File: config.mk
export PLATFORM = sky130hd
export DESIGN_NAME = div1_unit
export DESIGN_NICKNAME = d
export VERILOG_FILES = /design/src/rtl/div1_pkg.sv /design/src/rtl/div1_alu.sv /design/src/rtl/div1_flags.sv /design/src/rtl/div1_step.sv /design/src/rtl/div1_unit.sv
export SDC_FILE = /design/constraint.sdc
export NUM_CORES = 1
export LEC_CHECK = 0
export BUFFER_PORTS_ARGS = -buffer_cell sky130_fd_sc_hd__buf_2
export CAP_MARGIN = 20
export CORE_ASPECT_RATIO = 1.5
export CORE_MARGIN = 3
export CORE_UTILIZATION = 49
export CTS_CLUSTER_DIAMETER = 150
export DETAILED_ROUTE_END_ITERATION = 6
export MAX_ROUTING_LAYER = met4
export PLACE_DENSITY = 0.77
export SETUP_SLACK_MARGIN = 0.05
export SYNTH_ARGS = -nofsm -noshare
export SYNTH_HDL_FRONTEND = slang
export SYNTH_SLANG_ARGS = --single-unit
File: constraint.sdc
create_clock -name clk -period 6.4 [get_ports clk]
set_input_delay 0.96 -clock clk [delete_from_list [all_inputs] [get_ports clk]]
set_output_delay 0.96 -clock clk [all_outputs]
set_load 0.005 [all_outputs]
File: src/rtl/div1_pkg.sv
package div1_pkg;
  typedef enum logic {
    OP_ADD = 1'b0,
    OP_SUB = 1'b1
  } div1_op_e;
endpackage

File: src/rtl/div1_alu.sv
module div1_alu
  import div1_pkg::*;
#(
  parameter int W = 32
) (
  input  logic [W-1:0] opnd,
  input  logic [W-1:0] divisor,
  input  div1_op_e     op,
  output logic [W-1:0] res,
  output logic         cb
);
  localparam int XW = W + 1;

  logic [XW-1:0] wide;

  always_comb begin
    if (op == OP_SUB) begin
      wide = {1'b0, opnd} - {1'b0, divisor};
    end else begin
      wide = {1'b0, opnd} + {1'b0, divisor};
    end
    res = wide[W-1:0];
    cb  = wide[XW-1];
  end
endmodule

File: src/rtl/div1_flags.sv
module div1_flags (
  input  logic shifted_out,
  input  logic cb,
  input  logic m_in,
  output logic q_new,
  output logic t_new
);
  always_comb begin
    q_new = shifted_out ^ cb ^ m_in;
    t_new = (q_new == m_in);
  end
endmodule

File: src/rtl/div1_step.sv
module div1_step
  import div1_pkg::*;
#(
  parameter int W = 32
) (
  input  logic [W-1:0] divisor,
  input  logic [W-1:0] rem_in,
  input  logic         q_in,
  input  logic         m_in,
  input  logic         t_in,
  output logic [W-1:0] rem_nxt,
  output logic         q_nxt,
  output logic         t_nxt
);
  logic [W-1:0] opnd;
  logic         msb;
  logic         cb;
  div1_op_e     op;

  assign msb  = rem_in[W-1];
  assign opnd = {rem_in[W-2:0], t_in};
  assign op   = (q_in == m_in) ? OP_SUB : OP_ADD;

  div1_alu #(.W(W)) u_alu (
    .opnd    (opnd),
    .divisor (divisor),
    .op      (op),
    .res     (rem_nxt),
    .cb      (cb)
  );

  div1_flags u_flags (
    .shifted_out (msb),
    .cb          (cb),
    .m_in        (m_in),
    .q_new       (q_nxt),
    .t_new       (t_nxt)
  );
endmodule

File: src/rtl/div1_unit.sv
module div1_unit #(
  parameter int W = 32
) (
  input  logic         clk,
  input  logic         rst,
  input  logic         start,
  input  logic [W-1:0] divisor,
  input  logic [W-1:0] rem_in,
  input  logic         q_in,
  input  logic         m_in,
  input  logic         t_in,
  output logic [W-1:0] rem_out,
  output logic         q_out,
  output logic         t_out,
  output logic         valid
);
  logic [W-1:0] rem_nxt;
  logic         q_nxt;
  logic         t_nxt;

  div1_step #(.W(W)) u_step (
    .divisor (divisor),
    .rem_in  (rem_in),
    .q_in    (q_in),
    .m_in    (m_in),
    .t_in    (t_in),
    .rem_nxt (rem_nxt),
    .q_nxt   (q_nxt),
    .t_nxt   (t_nxt)
  );

  always_ff @(posedge clk) begin
    if (rst) begin
      rem_out <= '0;
      q_out   <= 1'b0;
      t_out   <= 1'b0;
      valid   <= 1'b0;
    end else begin
      valid <= start;
      if (start) begin
        rem_out <= rem_nxt;
        q_out   <= q_nxt;
        t_out   <= t_nxt;
      end
    end
  end
endmodule

Word level (Yosys, flattened, before mapping) --
Index checks and enable logic that the tools add are counted.
Word-level totals: bits in registers 35, input port bits 70, output and inout bits 35
Operators by class: add/sub/neg operators 2, equality and inequality tests 2, multiplexer cells 2, bitwise operators 2
Operator list (count):
- $add 32x32->33 | 1
- $mux 33 | 1
- $sub 32x32->33 | 1
- $eq 1x1->1 | 2
- $xor 1x1->1 | 2
- $mux 1 | 1

Depth between registers and ports, before layout --
Gate-level depths: netlist (run 1).
depth in word-level cells 6, mapped depth 18, gate-level depth less buffers 17

Cells and area by module --
A second synthesis (run 1) with hierarchy kept.
Second synthesis, totals: cells, all modules 487, area, all modules 3897.5 um2
By module, submodules not included:
- div1_alu | instances 1, cells an instance 372, area each 2592.5 um2, seq. area each 0.0 um2
- div1_unit | instances 1, cells an instance 112, area each 1263.7 um2, seq. area each 700.7 um2
- div1_flags | instances 1, cells an instance 2, area each 32.5 um2, seq. area each 0.0 um2
- div1_step | instances 1, cells an instance 1, area each 8.8 um2, seq. area each 0.0 um2

Worst setup path before layout (run 1) --
OpenSTA, ideal clock, no wires.
path kind in2reg, from in divisor[11], to reg q_out, library setup time 0.088 ns, data arrival time 4.877 ns, slack 1.435 ns, stages on the path 16, path buffers 1, cells stage by stage or4_4 or4_4 or2_4 or3_2 o31a_1 xnor2_1 ha_1 clkbuf_1 a21oi_1 o21ai_0 nor4_1 nor3_1 nor3_1 a211oi_1 nand3_1 a311oi_2
On the way: longest elaborated chain between the ends 4, elaborated cells on any way between the ends 5
RTL lines:
- start, declared | RTL line div1_unit.sv:7 | input logic [W-1:0] divisor,
- $add 32x32->33 or $sub 32x32->33 (tied branches) | RTL line div1_alu.sv:20, div1_alu.sv:18
- $mux 33 * | RTL line div1_alu.sv:17 | if (op == OP_SUB) begin
- $xor 1x1->1 * (2 in a row) | RTL line div1_flags.sv:9 | q_new = shifted_out ^ cb ^ m_in;
- end signal, assigned | RTL line div1_unit.sv:42 | q_out <= q_nxt;
- end, declared | RTL line div1_unit.sv:13 | output logic q_out,
Every way passes the cells marked *; elsewhere a longest branch is shown, timed or not. A chain may end at the register's enable or synchronous reset.

Worst setup path in the final report (run 1) --
Same ends and word-level chain as after synthesis.

==> flow_summary.json, run 1 <==
{
  "powerDensity_nw_per_um2": 241.0,
  "synth_simple_gate_area_share_pct": 23.25,
  "synth_xor_area_share_pct": 13.36,
  "post_cts_buffers": 0,
  "synth_top_area_share_pct": 19.43,
  "die_x_um": 76.05,
  "wl_per_cell_um": 15.98,
  "vias": 3762,
  "synth_top_family_by_area": "compound AO/OA/AOI/OAI gates",
  "synth.cells.most_frequent": "nor2_1, a21oi_1, dfxtp_1",
  "min_path_cells": 2,
  "max_stage_delay_ns": 0.54,
  "placed_cells": 653,
  "status": "finished clean",
  "required_ns": 6.59,
  "drv_cap": 0,
  "grt_max_degree": 53,
  "antenna_found_initial": 0,
  "seq_area_frac_synth_pct": 19.43,
  "reg2reg_depth": 3,
  "htreeDepth": 2,
  "overflow": 0,
  "drv_slew": 0,
  "grt_pass1_wl_mm": 16.88,
  "reg2reg_slack_ns": 5.58,
  "syn_to_final_growth_pct": 19.60,
  "crit_chain": "buf_2 -> or4_4 -> or4_4 -> or2_4 -> o21ai_0 -> o21ai_0 -> nand2b_1 -> xnor2_1 -> ha_1 -> nand2_1 -> o21ai_0 -> nor4_1 -> nor3_1 -> nor3_1 -> a211oi_1 -> nand3_1 -> a311oi_2",
  "clkTransAtPathRegs_ns": 0.07,
  "yosysMostFrequentCell": "nor2_1",
  "n_antenna_cell": 0,
  "ir_worst_vdd_uv": 190.5,
  "synth_area_leaders": "dfxtp_1, ha_1, xnor2_1",
  "critPathCapture": "q_out$_SDFFE_PP0P_",
  "synth_compound_area_share_pct": 24.77,
  "final-hold-violation-count": 0,
  "ctsHoldBuffers": 0,
  "clock-sinks": 35,
  "place_hpwl_mm": 8.778,
  "clock_latency_ns": 0.28,
  "rr_endpoint": "rem_out[29]$_SDFFE_PP0P_",
  "drtIter0Drc": 184,
  "synth_mux_area_share_pct": 4.164,
  "syn_area_um2": 3606,
  "track_usage_pct": 25.04,
  "crit_fanout": 6,
  "setup_viol_count_final": 0,
  "synth.avg_cell_area_um2": 7.705,
  "start_util_pct": 51.58,
  "nNetsFinal": 667,
  "synth_edf_count": 0,
  "synth_ff_type": "dfxtp_1",
  "synth-seq-cells": 35,
  "stdcell_area_um2": 4313,
  "synth-adder-area-share_pct": 12.01,
  "via_per_inst": 5.691,
  "synth_top_cell_by_area": "dfxtp_1",
  "drcViolationCount": 0,
  "setup_tns_ns": 0,
  "rows": 37,
  "postRouteWirelength_mm": 10.56,
  "rsz0062_at_grt": "false",
  "timing.fmax_ghz": 0.1943,
  "finClkSkew_ns": 0,
  "endpoint_kind": "register",
  "slew_headroom_pct": 34.42,
  "cts_buffer_depth": 2,
  "portBuffers": 104,
  "place_area_um2": 4195,
  "core_um2": 6990,
  "cts_resized": 0,
  "power_leakage_nw": 2.012,
  "synth_async_sr_flop_share_pct": 0,
  "power_mw": 1.039,
  "path_class": "in -> reg",
  "grt_pass1_vias": 3675,
  "period_share_pct": 80.41,
  "yosys_warnings": 0,
  "r2r_start": "rem_out[29]$_SDFFE_PP0P_",
  "cts_made_buffers": 5,
  "place_ws_ns": 0.9869,
  "routabilityCongestion": 0.9352,
  "startpoint_type": "primary input",
  "drt_first_pass_iters": 4,
  "tritoncts": "yes",
  "post-route-min-period_ns": 5.146,
  "cts-root-buf": "clkbuf_8",
  "tightest_slew_ns": 0.9837,
  "fin_ws_ns": 1.254,
  "hp-class": "reg -> reg",
  "netlist_instances": 468,
  "utilization_pct": 61.70,
  "whs_ns": 0.4564,
  "slowest_stage": "or4_4",
  "synth_cell_types": 56,
  "antenna_left": 0,
  "crit_start": "divisor[11]",
  "fp.dieArea_um2": 8446,
  "crit_arrival_ns": 5.34,
  "syn_nets": 572,
  "crit_top_cell": "o21ai_0",
  "die_h_um": 111.1,
  "pin_count": 105,
  "instances_no_fill": 661,
  "drive_above_1_share_pct": 21.63
}
power by group:
group	internal (mW)	leakage, nW	total, mW	switching [mW]
logic	0.243	1.66	0.564	0.321
registers	0.256	0.290	0.273	0.0175
clock network	0.126	0.0612	0.203	0.0768
registers in the layout (all words and copies together), names as in the netlist:
name,cells
rem_out,32
valid,1
t_out,1
q_out,1
kinds of logic after synthesis:
logic type / after synthesis
simple gates: 164
compound gates: 136
xor+xnor: 55
flops: 35
fa+ha+maj: 34
buf+inv: 29
mux: 15
critical path: cells and delay by family:
family	cells	cell delay (ns)
AND/OR/NAND/NOR	9	2.16
buffers and inverters	1	0.12
adder cells (fa/ha/maj)	1	0.38
XOR/XNOR	1	0.14
AO/OA/AOI/OAI	5	1.58
final cells by class:
type,instances,area (um^2)
Clock buffer,6,82.58
Clock inverter,2,35.03
Fill cell,680,2678
Inverter,11,41.29
Multi-Input combinational cell,404,2796
Sequential cell,35,700.7
Tap cell,97,121.4
Timing Repair Buffer,106,535.5
metal layers:
metal	share of wire (%)	track usage, %	wire length [um]	vias to the layer above
met5	0	-	0	-
met4	4.4	12.09	460	0
met3	3.9	4.390	415	28
met2	55	48.40	5810	128
met1	37	23.39	3876	1707
li1	-	-	-	1899
cell usage in the layout (no fill, tap or decap), drive strengths merged, types with 23 or more instances in the layout:
| master | instances |
|---|---|
| xnor2 | 32 |
| nor2 | 52 |
| o21ai | 31 |
| dfxtp | 35 |
| nand2 | 31 |
| ha | 33 |
| xor2 | 23 |
| buf | 106 |
| a21oi | 36 |
how the worst min path moves through the flow:
stage | startpoint | endpoint | slack [ns]
after global routing | rem_out[30]$_SDFFE_PP0P_ | rem_out[30]$_SDFFE_PP0P_ | 0.50
after CTS | rem_out[30]$_SDFFE_PP0P_ | rem_out[30]$_SDFFE_PP0P_ | 0.46
after global placement | rem_out[30]$_SDFFE_PP0P_ | rem_out[30]$_SDFFE_PP0P_ | 0.44
after floorplan | rem_out[25]$_SDFFE_PP0P_ | rem_out[25]$_SDFFE_PP0P_ | 0.45
final | rem_out[30]$_SDFFE_PP0P_ | rem_out[30]$_SDFFE_PP0P_ | 0.46
after detailed placement | rem_out[30]$_SDFFE_PP0P_ | rem_out[30]$_SDFFE_PP0P_ | 0.45
Power figures use the tool's default switching activity.
==> inputs of run 2 (changes only) <==
- clock period: 6.4 -> 4.8 ns (I/O delays scaled with it)
==> flow_summary.json, run 2 (synthesized netlist as in run 1, its figures left out) <==
{
  "ctsHoldBuffers": 0,
  "overflow": 0,
  "rows": 37,
  "hp-class": "reg -> reg",
  "path_class": "in -> reg",
  "die_h_um": 111.1,
  "status": "finished clean",
  "tritoncts": "yes",
  "slew_headroom_pct": 33.56,
  "drtIter0Drc": 214,
  "routabilityCongestion": 0.8863,
  "clkTransAtPathRegs_ns": 0.07,
  "crit_fanout": 7,
  "nNetsFinal": 688,
  "grt_pass1_wl_mm": 17.70,
  "track_usage_pct": 26.04,
  "die_x_um": 76.05,
  "setup_tns_ns": 0,
  "place_ws_ns": -0.1514,
  "drv_cap": 0,
  "required_ns": 5.01,
  "postRouteWirelength_mm": 10.88,
  "drive_above_1_share_pct": 24.79,
  "clock_power_share_pct": 16.6,
  "grt_max_degree": 53,
  "power_frac_seq_pct": 26.3,
  "syn_to_final_growth_pct": 23.94,
  "power.switching_mw": 0.5616,
  "fin_ws_ns": 0.3091,
  "place_area_um2": 4353,
  "final-hold-violation-count": 0,
  "antenna_left": 0,
  "power_leakage_nw": 2.107,
  "finClkSkew_ns": 0,
  "stdcell_area_um2": 4469,
  "cts-root-buf": "clkbuf_8",
  "final_cell_mix": "buf_2, nor2_1, a21oi_1, dfxtp_1, ha_1",
  "seq_area_um2": 700.7,
  "timing.fmax_ghz": 0.2227,
  "cts_made_buffers": 5,
  "pin_count": 105,
  "endpoint_kind": "register",
  "drv_slew": 0,
  "largest_register_ffs": 32,
  "rsz0062_at_grt": "false",
  "period_share_pct": 93.56,
  "tightest_slew_ns": 0.9967,
  "powerDensity_nw_per_um2": 310.9,
  "drt_first_pass_iters": 4,
  "antenna_found_initial": 0,
  "fill_cells": 649,
  "swShare_pct": 40.42,
  "utilization_pct": 63.93,
  "multi_input_area_um2": 2813,
  "drcViolationCount": 0,
  "wl_per_cell_um": 15.95,
  "place_hpwl_mm": 9.139,
  "portBuffers": 104,
  "comb_power_share_pct": 57.1,
  "htreeDepth": 2,
  "crit_arrival_ns": 4.70,
  "clock_latency_ns": 0.28,
  "cts_buffer_depth": 2,
  "startpoint_type": "primary input",
  "intPower_mw": 0.8279,
  "post-route-min-period_ns": 4.491,
  "clock-sinks": 35,
  "final_common_cell": "buf_2",
  "core_um2": 6990,
  "start_util_pct": 51.58,
  "vias": 3903,
  "grt_pass1_vias": 3949,
  "n_antenna_cell": 0,
  "power_mw": 1.390,
  "setup_viol_count_final": 0,
  "regMostFlops": "rem_out",
  "post_cts_buffers": 0,
  "ir_worst_vdd_uv": 282.9,
  "via_per_inst": 5.723,
  "fp.dieArea_um2": 8446
}
## run 2: metrics by stage
stage	hold slack [ns]	instances
6_report	0.4616	682
5_1_grt	0.4989	682
4_1_cts	0.4637	682
3_5_place_dp	0.4487	674
3_3_place_gp	0.4345	674
2_1_floorplan	0.4487	468
## run 2: final timing paths
kind                            depth (start not counted)  slack, ns                      from                  endpoint
worst min register to register                          2       0.46  rem_out[25]$_SDFFE_PP0P_  rem_out[25]$_SDFFE_PP0P_
worst max register to register                          3       3.95  rem_out[29]$_SDFFE_PP0P_  rem_out[29]$_SDFFE_PP0P_
worst max-delay path                                   19       0.31               divisor[11]  rem_out[30]$_SDFFE_PP0P_
worst min-delay path                                    2       0.46  rem_out[25]$_SDFFE_PP0P_  rem_out[25]$_SDFFE_PP0P_
## run 2: layout make-up
type,instances,area share [%]
inverters,11,0.9239
well taps,97,2.716
multi-input cells,404,62.93
repair buffers,127,15.51
flip-flops and latches,35,15.68
clock buffers,8,2.240
## run 2: timing repair
action	in CTS	in global routing
endpoints found under the hold margin	0	0
gates resized for setup	0	4
setup endpoints to repair	0	2
## run 2: layer usage
layer | share of wire, % | global-route usage [%] | routed length [um]
met5 | 0 | - | 0
met4 | 2.5 | 7.376 | 272
met3 | 4.1 | 3.659 | 441
met2 | 58 | 54.21 | 6363
met1 | 35 | 23.77 | 3803
## run 2: worst max-delay path: stages
cell	delay, ns
buf_2	0.10
or4_4	0.53
or4_4	0.42
or2_4	0.24
buf_4	0.15
o21ai_0	0.20
buf_4	0.17
xnor2_1	0.12
ha_1	0.33
a21oi_1	0.14
o21ai_0	0.09
a41oi_1	0.28
and3_1	0.21
a21oi_1	0.09
a221oi_1	0.35
buf_4	0.18
o21ai_0	0.10
xnor2_1	0.13
o21ai_0	0.14
## run 2: power groups by stage
stage	Sequential, mW	Combinational, mW	Clock [mW]
3_5_place_dp	0.371	0.786	0
5_1_grt	0.371	0.876	0.248
6_report	0.365	0.794	0.231
3_3_place_gp	0.369	0.771	0
2_1_floorplan	0.375	0.506	0
4_1_cts	0.365	0.790	0.235
